**src/rtl/csr_bank_pkg.sv**
```systemverilog
package csr_bank_pkg;
    localparam int WORD_W = 16;
    typedef logic [WORD_W-1:0] word_t;

    typedef struct packed {
        word_t rd_data;
        logic  rd_ready;
    } rd_state_t;
endpackage

```
**src/rtl/csr_addr_dec.sv**
```systemverilog
module csr_addr_dec #(
    parameter int NUM_REGS = 5,
    parameter int ADDR_W   = 3
) (
    input  logic              rst,
    input  logic              csb_sync,
    input  logic [ADDR_W-1:0] addr_sync,
    output logic [NUM_REGS-1:0] sel
);
    logic enable;
    assign enable = !rst && !csb_sync;

    for (genvar i = 0; i < NUM_REGS; i++) begin : g_line
        assign sel[i] = enable && (addr_sync == ADDR_W'(i));
    end
endmodule

```
**src/rtl/csr_reg.sv**
```systemverilog
module csr_reg
    import csr_bank_pkg::*;
#(
    parameter word_t DEFAULT_VAL = '0,
    parameter word_t USED_BITS   = '1
) (
    input  logic  clk,
    input  logic  rst,
    input  logic  wr_en,
    input  word_t wr_data,
    output word_t q
);
    // Tie-off for inputs that a fully hard-wired register never reads.
    logic unused_inputs;
    assign unused_inputs = ^{wr_data & ~USED_BITS, clk, rst, wr_en};

    for (genvar b = 0; b < WORD_W; b++) begin : g_bit
        if (USED_BITS[b]) begin : g_used
            logic bit_d, bit_q;

            always_comb begin
                bit_d = bit_q;
                if (rst)
                    bit_d = DEFAULT_VAL[b];
                else if (wr_en)
                    bit_d = wr_data[b];
            end

            always_ff @(posedge clk) begin
                bit_q <= bit_d;
            end

            assign q[b] = bit_q;
        end else begin : g_fixed
            assign q[b] = DEFAULT_VAL[b];
        end
    end
endmodule

```
**src/rtl/csr_rd_mux.sv**
```systemverilog
module csr_rd_mux
    import csr_bank_pkg::*;
#(
    parameter int NUM_REGS = 5
) (
    input  logic [NUM_REGS-1:0]        sel,
    input  logic [NUM_REGS*WORD_W-1:0] regs,
    output word_t                      dout
);
    always_comb begin
        dout = '0;
        if ($countones(sel) == 1) begin
            for (int i = 0; i < NUM_REGS; i++) begin
                if (sel[i])
                    dout = regs[i*WORD_W +: WORD_W];
            end
        end
    end
endmodule

```
**src/rtl/csr_bank.sv**
```systemverilog
module csr_bank
    import csr_bank_pkg::*;
#(
    parameter int NUM_REGS = 5,
    parameter logic [NUM_REGS*16-1:0] RST_VAL =
        {16'h5A5A, 16'hA5C3, 16'h00FF, 16'h1234, 16'hBEEF},
    parameter logic [NUM_REGS*16-1:0] USED_MASK =
        {16'h0000, 16'h0FF0, 16'hFFFF, 16'h00FF, 16'hF0F0},
    localparam int ADDR_W = (NUM_REGS > 1) ? $clog2(NUM_REGS) : 1
) (
    input  logic                   clk,
    input  logic                   rst,
    input  logic                   csb_sync,
    input  logic [ADDR_W-1:0]      addr_sync,
    input  logic                   cpu_wr,
    input  logic [15:0]            cpu_wdata,
    input  logic                   core_wr,
    input  logic [15:0]            core_wdata,
    input  logic                   rd_req,
    output logic [15:0]            rd_data,
    output logic                   rd_ready,
    output logic [NUM_REGS*16-1:0] reg_q
);
    logic [NUM_REGS-1:0] sel;
    logic                wr_any;
    word_t               wr_word;
    word_t               mux_out;
    rd_state_t           state_d, state_q;

    csr_addr_dec #(
        .NUM_REGS(NUM_REGS),
        .ADDR_W  (ADDR_W)
    ) u_dec (
        .rst      (rst),
        .csb_sync (csb_sync),
        .addr_sync(addr_sync),
        .sel      (sel)
    );

    // Processor side wins when both sides write together.
    assign wr_any  = cpu_wr || core_wr;
    assign wr_word = cpu_wr ? cpu_wdata : core_wdata;

    for (genvar i = 0; i < NUM_REGS; i++) begin : g_reg
        csr_reg #(
            .DEFAULT_VAL(RST_VAL[i*WORD_W +: WORD_W]),
            .USED_BITS  (USED_MASK[i*WORD_W +: WORD_W])
        ) u_reg (
            .clk    (clk),
            .rst    (rst),
            .wr_en  (sel[i] && wr_any),
            .wr_data(wr_word),
            .q      (reg_q[i*WORD_W +: WORD_W])
        );
    end

    csr_rd_mux #(
        .NUM_REGS(NUM_REGS)
    ) u_mux (
        .sel (sel),
        .regs(reg_q),
        .dout(mux_out)
    );

    always_comb begin
        state_d          = '0;
        state_d.rd_ready = rd_req && (|sel);
        if (rd_req && !rst)
            state_d.rd_data = mux_out;
    end

    always_ff @(posedge clk) begin
        state_q <= state_d;
    end

    assign rd_data  = state_q.rd_data;
    assign rd_ready = state_q.rd_ready;
endmodule

```
**config.mk**
```make
export PLATFORM = sky130hd
export DESIGN_NAME = csr_bank
export DESIGN_NICKNAME = d
export VERILOG_FILES = /design/src/rtl/csr_bank_pkg.sv /design/src/rtl/csr_addr_dec.sv /design/src/rtl/csr_reg.sv /design/src/rtl/csr_rd_mux.sv /design/src/rtl/csr_bank.sv
export SDC_FILE = /design/constraint.sdc
export NUM_CORES = 1
export LEC_CHECK = 0
export ABC_CLOCK_PERIOD_IN_PS = 10500
export BUFFER_PORTS_ARGS = -buffer_cell sky130_fd_sc_hd__buf_2
export CAP_MARGIN = 40
export CORE_UTILIZATION = 55
export DETAILED_ROUTE_END_ITERATION = 16
export PLACE_DENSITY = 0.95
export SLEW_MARGIN = 20
export SYNTH_ARGS = -nofsm -noshare
export SYNTH_HDL_FRONTEND = slang
export SYNTH_HIERARCHICAL = 1
export SYNTH_SLANG_ARGS = --single-unit
```
**constraint.sdc**
```tcl
create_clock -name clk -period 10.5 [get_ports clk]
set_input_delay 0 -clock clk [delete_from_list [all_inputs] [get_ports clk]]
set_output_delay 0 -clock clk [all_outputs]
set_load 0.005 [all_outputs]
```
---- Yosys cells after proc, flatten, opt, wreduce, memory -nomap -nowiden ----
Index checks and enable logic that the tools add are counted.
word-level totals
  flip-flop bits (word level) ............. 57
  bits in latches ......................... 0
  memory bits (writable) .................. 0
  ROM bits ................................ 0
  word-level logic and storage cells ...... 81
  memories ................................ 0
operators by class
  add/subtract/negate cells ............... 4
  multiply operators ...................... 0
  div/mod/pow operators ................... 0
  $lt $le $gt $ge ......................... 0
  equal/unequal tests ..................... 5
  shifts and indexed selects .............. 0
  mux-type cells .......................... 6
  bitwise gates (word level) .............. 2
  reduce and logical (&&, ||, !) cells .... 20
operators with widths
  kind                 number
  $mux 16              5
  $add 32x1->32        1
  $add 32x32->32       1
  $eq 32x2->1 const B  1
  $mux 15              1
  $logic_and 1x1->1    12
  $eq 3x2->1 const B   2
  $reduce_or 5->1      1
  $add 1x1->2          2
  $reduce_or 4->1      1
  $eq 3x1->1 const B   1
  $eq 3x3->1 const B   1
  $logic_not 3->1      1
  $reduce_or 3->1      1
  $logic_not 1->1      2
  $not 1->1            2
  $reduce_and 2->1     1
  $logic_or 1x1->1     1

---- Depth between registers and ports, before layout ----
Gate-level depths: netlist of the first run.
  depth in word-level cells ............... 9
  depth in mapped cells ................... 15

---- By module ----
Netlist of the first run, hierarchy kept.
by module, submodules not included
  module                    times used  cells an instance  area each (sq um)  sequential area each (sq um)
  csr_rd_mux                1           141                1054.8             0.0
  csr_reg (g_reg[2].u_reg)  1           68                 724.4              320.3
  csr_bank                  1           61                 698.2              340.3
  csr_reg (g_reg[0].u_reg)  1           44                 437.9              160.2
  csr_reg (g_reg[3].u_reg)  1           44                 425.4              160.2
  csr_reg (g_reg[1].u_reg)  1           44                 424.2              160.2
  csr_reg (g_reg[4].u_reg)  1           18                 127.6              0.0
  csr_addr_dec              1           8                  65.1               0.0

---- Worst setup path after synthesis of the first run ----
Ideal clock, no wire load.
  path type ............................... input to register
  from .................................... input csb_sync
  to ...................................... register state_q, in the netlist rd_data[10]
  library setup time ...................... 0.059 ns
  arrival ................................. 3.289 ns
  required time ........................... 10.441 ns
  setup slack ............................. 7.152 ns
  cell stages on the path ................. 14
  path through ............................ or3_4 > nor3b_2 > buf_2 > buf_2 > inv_1 > fa_1 > inv_1 > fa_1 > ha_1 > or3b_1 > buf_6 > buf_12 > a2111oi_2 > and2_1
between the ends
  word-level cells in the longest chain between the ends .. 9
ends and longest elaborated chain
  what                                  RTL line            RTL
  from (decl)                           csr_bank.sv:13      input logic csb_sync,
  $logic_not 1->1 (*)                   csr_addr_dec.sv:11  assign enable = !rst && !csb_sync;
  $logic_and 1x1->1 (*)                 csr_addr_dec.sv:11
  $logic_and 1x1->1 (*)                 csr_addr_dec.sv:14  assign sel[i] = enable && (addr_sync == ADDR_W'(i));
  named net sel[1]                      csr_bank.sv:24      logic [NUM_REGS-1:0] sel;
  $add 1x1->2 (not written as such)     csr_rd_mux.sv:12    if ($countones(sel) == 1) begin
  $add 32x32->32 (not written as such)  csr_rd_mux.sv:12
  $add 32x1->32 (not written as such)   csr_rd_mux.sv:12
  $eq 32x2->1                           csr_rd_mux.sv:12
  $not 1->1 (no source line)            -
  $reduce_or 3->1 (no source line)      -
  to (signal assigned)                  csr_bank.sv:73      state_q <= state_d;
  to (decl)                             csr_bank.sv:28      rd_state_t state_d, state_q;
Mark *: on every way through the listed nets, which the timed path passes. The rest lies on a longest branch.
A chain may end at the register's enable or synchronous reset.

---- Worst setup path in the final report of the first run ----
  from .................................... input rst
  to ...................................... register state_q, in the netlist rd_data[1]
between the ends
  word-level cells in the longest chain between the ends .. 8
ends and longest elaborated chain
  what                                  RTL line            RTL
  from (decl)                           csr_bank.sv:12      input logic rst,
  $logic_not 1->1 (*)                   csr_addr_dec.sv:11
  $logic_and 1x1->1 (*)                 csr_addr_dec.sv:11
  $logic_and 1x1->1 (*)                 csr_addr_dec.sv:14
  named net sel[1]                      csr_bank.sv:24
  $add 1x1->2 (not written as such)     csr_rd_mux.sv:12
  $add 32x32->32 (not written as such)  csr_rd_mux.sv:12
  $add 32x1->32 (not written as such)   csr_rd_mux.sv:12
  $eq 32x2->1                           csr_rd_mux.sv:12
  $reduce_and 2->1 (no source line)     -
Marked as above.

==> results of run 1 <==
[registers in the layout, summed over array words and instances (netlist names)]
register and cells:
rd_data 16, g.u_reg/g_bit.g_used.bit_q 40, rd_ready 1
[metal layers]
layer / routed length, um / track usage / vias to the layer above
li1: - / - / 1425
met1: 3910 / 0.301 / 1439
met2: 4470 / 0.416 / 124
met3: 541 / 0.0438 / 25
met4: 267 / 0.127 / 0
met5: 0 / 0 / -
[power by group through the flow]
| stage | Clock (mW) | Combinational [mW] | Sequential, mW |
|---|---|---|---|
| after global placement | 0 | 0.0498 | 0.226 |
| after detailed placement | 0 | 0.0516 | 0.226 |
| after CTS | 0.223 | 0.0526 | 0.221 |
| after floorplan | 0 | 0.0529 | 0.225 |
| after global routing | 0.234 | 0.0601 | 0.221 |
| final | 0.219 | 0.0550 | 0.221 |
[critical path: cells and delay by family]
family | cells | cell delay [ns]
buf+inv | 4 | 0.79
fa+ha+maj | 3 | 1.23
simple gates | 4 | 1.54
compound gates | 1 | 0.46
[layout by cell type (no fill, tap or decap), drive strengths merged, types with 2 or more instances in the layout]
master	instances
nor2	20
and2b	11
nor2b	16
nor3b	2
inv	22
nor3	2
clkbuf	10
dfxtp	57
or3b	16
clkinv	3
a211o	22
nand2b	15
fa	2
a211oi	14
mux2	16
conb	40
a22o	14
a21oi	18
buf	104
a2111oi	15
bufinv	2
and2	17
mux2i	19
[layout make-up]
cell class / instances / area [sq um] / area share
repair buffers: 105 / 548 / 0.132
inverters: 22 / 82.6 / 0.0199
multi-input cells: 270 / 2040 / 0.492
well taps: 96 / 120 / 0.0290
clock buffers: 10 / 128 / 0.0308
clock inverters: 6 / 82.6 / 0.0199
flip-flops and latches: 57 / 1140 / 0.276
[through the flow]
stage / cell area, sq um / setup slack [ns] / utilization / power, mW
6_report: 4140 / 6.74 / 0.603 / 0.496
5_1_grt: 4140 / 6.51 / 0.603 / 0.515
4_1_cts: 4140 / 6.79 / 0.603 / 0.496
3_5_place_dp: 3920 / 6.51 / 0.571 / 0.277
3_3_place_gp: 3900 / 6.70 / 0.568 / 0.276
2_1_floorplan: 4070 / 7.15 / - / 0.278
[final timing paths]
check	from	endpoint	slack, ns	depth (start not counted)
worst max-delay path	rst	rd_data[1]	6.74	12
worst min register to register	g_reg[2].u_reg/g_bit[13].g_used.bit_q	g_reg[2].u_reg/g_bit[13].g_used.bit_q	0.53	2
worst max register to register	g_reg[2].u_reg/g_bit[8].g_used.bit_q	rd_data[8]	9.10	4
worst min-delay path	cpu_wdata[3]	g_reg[2].u_reg/g_bit[3].g_used.bit_q	0.02	3
[timing repair]
item / CTS / global route
gates resized for setup: 0 / 0
hold buffers: 1 / 0
endpoints found under the setup margin: 0 / 0
endpoints found under the hold margin: 1 / 0
==> Flow_metrics.wiki, run 1 <==
{| class="wikitable"
! Metric !! Value
|-
| Number of buffers inserted to repair setup after CTS || 0
|-
| Vertical die dimension || between 80 and 90 um
|-
| Rel. slew slack || 0.475
|-
| Starting utilization of the core area || 0.575
|-
| Post-route fraction of the period consumed by the critical path || 0.358
|-
| Required time reported for the critical path endpoint || 10.78 ns
|-
| Deepest clock path buffer count || 2
|-
| Power density over the cells || between 100 and 150 mW/mm^2
|-
| Status || finished, final reports clean
|-
| Highest fanout seen on the critical path || 44
|-
| Delay of the slowest critical-path stage || 0.67 ns
|-
| Power share of the sequential group || 0.446
|-
| Worst hold-check path type || primary input to flop
|-
| Critical Path Slowest Stage Cell || or3b_1
|-
| Total standard cell area after synthesis || 0.00395 sq mm
|-
| Insertion delay of the later-clocked pin in the worst-skew pair || about 0.33 ns
|-
| Final critical delay including setup and external delays || 3.76 ns
|-
| Switching power share of the total || 0.246
|-
| Number of instances in the placed design || 549
|-
| 1st-iter DRT viols || 365
|-
| Count of port buffers added during placement || 97
|-
| Num CTS Buffers || 9
|-
| Number of placed I/O pins || 138
|-
| Post-Route Skew || 0.00564 ns
|-
| Sw power || 0.122 mW
|-
| Number of global-route vias before repair || ~2800
|-
| Width of the die || 86.8 um
|-
| Grt total ovfl || 0
|-
| Total Nets Final || 509
|-
| Antenna diode instance count || 0
|-
| Max Cap Viol || 0
|-
| DRC errors left || 0
|-
| Final hold violation count || 0
|-
| Master cell of the clock root buffer || clkbuf_8
|-
| Part of the total power dissipated in the clock network || 0.443
|-
| Global placer's final weighted congestion || 0.923
|-
| Number of standard cells in the layout, taps in and fillers out || 566
|-
| Total Routing Usage GR || 0.247
|-
| Routed vias || 3013
|-
| Area growth syn-to-layout || 4.81%
|-
| Pin count of the biggest net entering global routing || between 50 and 60
|-
| Wire length of the first global-routing pass || 14.1 mm
|-
| Wire length reported by the detailed router || approximately 9 mm
|-
| Peak ir drop on the vdd network || 0.0607 mV
|-
| Clock slew at the register clock pins of the worst setup and hold paths || 0.06 ns
|-
| Floorplan row count || 30
|-
| Clock tree from TritonCTS || yes
|-
| Setup Total Neg Slack || 0 ns
|-
| Cell Chain, Critical Path || buf_2 -> or3_4 -> nor3b_2 -> buf_4 -> inv_1 -> fa_1 -> inv_1 -> fa_1 -> ha_1 -> or3b_1 -> a2111oi_0 -> and2_1
|-
| Initial antenna violation count || 0
|-
| Syn Inst Count || between 400 and 500
|-
| Hold WS || 0.0242 ns
|-
| HPWL Detailed || between 6 and 7 mm
|-
| Final Max Slew Viols || 0
|-
| Vias per cell || 5.32
|-
| P_leak || ~1.8 nW
|-
| Fraction of final layout cells sized beyond drive strength 1 || 0.372
|-
| Critical path class || primary input to flop
|-
| Comb pwr share || 0.111
|-
| Critical path startpoint category || primary input
|-
| Ys Warns || 6
|-
| Detail Route Antenna Nets || 0
|-
| Transition at the pin with the smallest max-transition slack || 0.788 ns
|-
| Setup crit end kind || flop
|-
| Final setup fails || 0
|-
| Sinks on Clock Net || 57
|-
| Setup repair after global routing missed its margin || false
|-
| First drt pass iteration count || 5
|-
| Die area || 0.00753 sq mm
|-
| Data arrival time of the critical path || approximately 4.0 ns
|-
| Internal power summed over all cells || between 0.3 and 0.4 mW
|-
| Wirelength per Cell || 16.2 um
|-
| Area of the core region || 0.00687 sq mm
|-
| Syn avg cell area || 9.25 sq um
|-
| Number of filler instances in the final layout || 575
|-
| Maximum operating frequency || 0.266 GHz
|-
| # H-tree levels || 3
|}
Power figures use the tool's default switching activity.
==> inputs of run 2 (changes only) <==
ABC_CLOCK_PERIOD_IN_PS = 3100   (was 10500)
CORE_UTILIZATION = 46   (was 55)
PLACE_DENSITY = 0.89   (was 0.95)
clock period = 3.1 ns   (was 10.5 ns; I/O delays follow)
==> Flow_metrics.wiki, run 2 (synthesis gave the netlist of run 1 again) <==
{| class="wikitable"
! Metric !! Value
|-
| Status || finished, final reports clean
|-
| Pin count of the biggest net entering global routing || 50
|-
| Vias per cell || 5.09
|-
| Insertion delay of the later-clocked pin in the worst-skew pair || 0.34 ns
|-
| Total Nets Final || 514
|-
| Num CTS Buffers || 9
|-
| Grt total ovfl || 0
|-
| Post-Route Skew || 0.00873 ns
|-
| Number of global-route vias before repair || 2808
|-
| Part of the total power dissipated in the clock network || 0.453
|-
| Final hold violation count || 0
|-
| Fraction of final layout cells sized beyond drive strength 1 || 0.383
|-
| Routed vias || 2955
|-
| DRC errors left || 0
|-
| Power density over the cells || between 400 and 500 mW/mm^2
|-
| Critical path startpoint category || primary input
|-
| Maximum operating frequency || 0.344 GHz
|-
| Highest fanout seen on the critical path || 9
|-
| Number of buffers inserted to repair setup after CTS || 0
|-
| Final setup fails || 0
|-
| HPWL Detailed || 6.93 mm
|-
| Total Routing Usage GR || 0.208
|-
| Transition at the pin with the smallest max-transition slack || 0.647 ns
|-
| Vertical die dimension || between 90 and 100 um
|-
| Sinks on Clock Net || 57
|-
| Delay of the slowest critical-path stage || 0.53 ns
|-
| Final Max Slew Viols || 0
|-
| Final critical delay including setup and external delays || 2.91 ns
|-
| First drt pass iteration count || 4
|-
| Worst hold-check path type || primary input to flop
|-
| Sw power || 0.427 mW
|-
| Number of standard cells in the layout, taps in and fillers out || 580
|-
| Comb pwr share || 0.112
|-
| Switching power share of the total || 0.248
|-
| Floorplan row count || 33
|-
| Starting utilization of the core area || 0.478
|-
| Internal power summed over all cells || 1.29 mW
|-
| Most common cell after layout, fill and taps aside || buf_2
|-
| Critical Path Slowest Stage Cell || fa_1
|-
| Most frequent cells in the layout || buf_2 (97), dfxtp_1 (57), conb_1 (40), inv_1 (21), nor2_1 (20)
|-
| 1st-iter DRT viols || 199
|-
| P_leak || 1.80 nW
|-
| Buf/Inv on CP || 4
|-
| Deepest clock path buffer count || 2
|-
| Post-Place Worst Slack || -0.147 ns
|-
| Peak ir drop on the vdd network || roughly 0.23 mV
|-
| Post-route fraction of the period consumed by the critical path || 0.937
|-
| Max Cap Viol || 0
|-
| Least setup slack across all paths after layout || 0.195 ns
|-
| Wire length of the first global-routing pass || 14.1 mm
|-
| Power after layout || between 1.5 and 2 mW
|-
| Setup crit end kind || flop
|-
| Dominant delay contributor by cell family on the critical path || simple AND/OR/NAND/NOR gates
|-
| Setup repair after global routing missed its margin || false
|-
| Area of the core region || 0.00826 sq mm
|-
| Largest register FFs || 40
|-
| Wire length reported by the detailed router || 9.43 mm
|-
| Area growth syn-to-layout || 6.40%
|-
| Rel. slew slack || 0.567
|-
| Number of instances in the placed design || 563
|-
| Global placer's final weighted congestion || ~0.88
|-
| Width of the die || 94.7 um
|-
| Wirelength per Cell || 16.3 um
|-
| Final design area excluding fillers || 0.00420 sq mm
|-
| Clock slew at the register clock pins of the worst setup and hold paths || 0.07 ns
|-
| Antenna diode instance count || 0
|-
| Power share of the sequential group || 0.435
|-
| Critical path class || primary input to flop
|-
| Cell Chain, Critical Path || buf_2 -> or3_4 -> nor3_1 -> inv_1 -> fa_1 -> inv_1 -> fa_2 -> ha_1 -> or3b_1 -> buf_4 -> a2111oi_0 -> and2_1
|-
| Count of port buffers added during placement || slightly below 100
|-
| Top register by number of flip-flops || g.u_reg/g_bit.g_used.bit_q
|-
| Required time reported for the critical path endpoint || 3.38 ns
|-
| Number of placed I/O pins || 138
|-
| Hold WS || 0.0196 ns
|-
| Critical Path Most Common Cell || inv_1
|-
| Master cell of the clock root buffer || clkbuf_8
|-
| Initial antenna violation count || 0
|-
| Die area || between 0.008 and 0.009 sq mm
|-
| Placed instance area || 0.00397 sq mm
|-
| Data arrival time of the critical path || 3.19 ns
|-
| Clock tree from TritonCTS || yes
|-
| # H-tree levels || 3
|-
| Detail Route Antenna Nets || 0
|}
-- run 2: worst register-to-register path, cell delays in order, from the launching register on --
cell       delay [ns]
dfxtp_1          0.34
or3b_2           0.44
a21oi_1          0.25
a2111oi_2        0.07
and2_1           0.18
-- run 2: power by group through the flow --
stage	Combinational (mW)	Sequential (mW)	Clock, mW
2_1_floorplan	0.180	0.761	0
3_3_place_gp	0.176	0.764	0
3_5_place_dp	0.181	0.765	0
4_1_cts	0.184	0.748	0.786
5_1_grt	0.210	0.749	0.826
6_report	0.193	0.748	0.779
-- run 2: final timing paths --
kind | start | endpoint | slack (ns) | cells past startpoint
worst min-delay path | cpu_wdata[2] | g_reg[2].u_reg/g_bit[2].g_used.bit_q | 0.02 | 3
worst max register to register | g_reg[2].u_reg/g_bit[10].g_used.bit_q | rd_data[10] | 1.73 | 4
worst max-delay path | csb_sync | rd_data[15] | 0.19 | 12
worst min register to register | g_reg[1].u_reg/g_bit[0].g_used.bit_q | g_reg[1].u_reg/g_bit[0].g_used.bit_q | 0.54 | 2
-- run 2: per-stage QoR --
| stage | TNS [ns] | utilization |
|---|---|---|
| 2_1_floorplan | -0.684 | - |
| 3_3_place_gp | 0 | 0.481 |
| 3_5_place_dp | -0.725 | 0.481 |
| 4_1_cts | 0 | 0.509 |
| 5_1_grt | 0 | 0.509 |
| 6_report | 0 | 0.509 |
-- run 2: area by class of cell --
class | instances | area [sq um]
inverter | 22 | 82.6
sequential | 57 | 1140
tap | 105 | 131
clock inverter | 5 | 78.8
clock buffer | 11 | 141
timing repair buffer | 110 | 586
multi-input combinational | 270 | 2040
fill | 759 | 4050
-- run 2: per-layer routing --
metal	share of wire	vias to the layer above	track usage
met4	0.028	0	0.112
met3	0.057	20	0.0556
met5	0	-	0
met2	0.49	97	0.325
li1	-	1434	-
met1	0.43	1404	0.259
-- run 2: timing repair --
action                     CTS  global route
resized for setup            0             1
setup endpoints to repair    0             1
hold buffers                 1             0
hold endpoints to repair     1             0
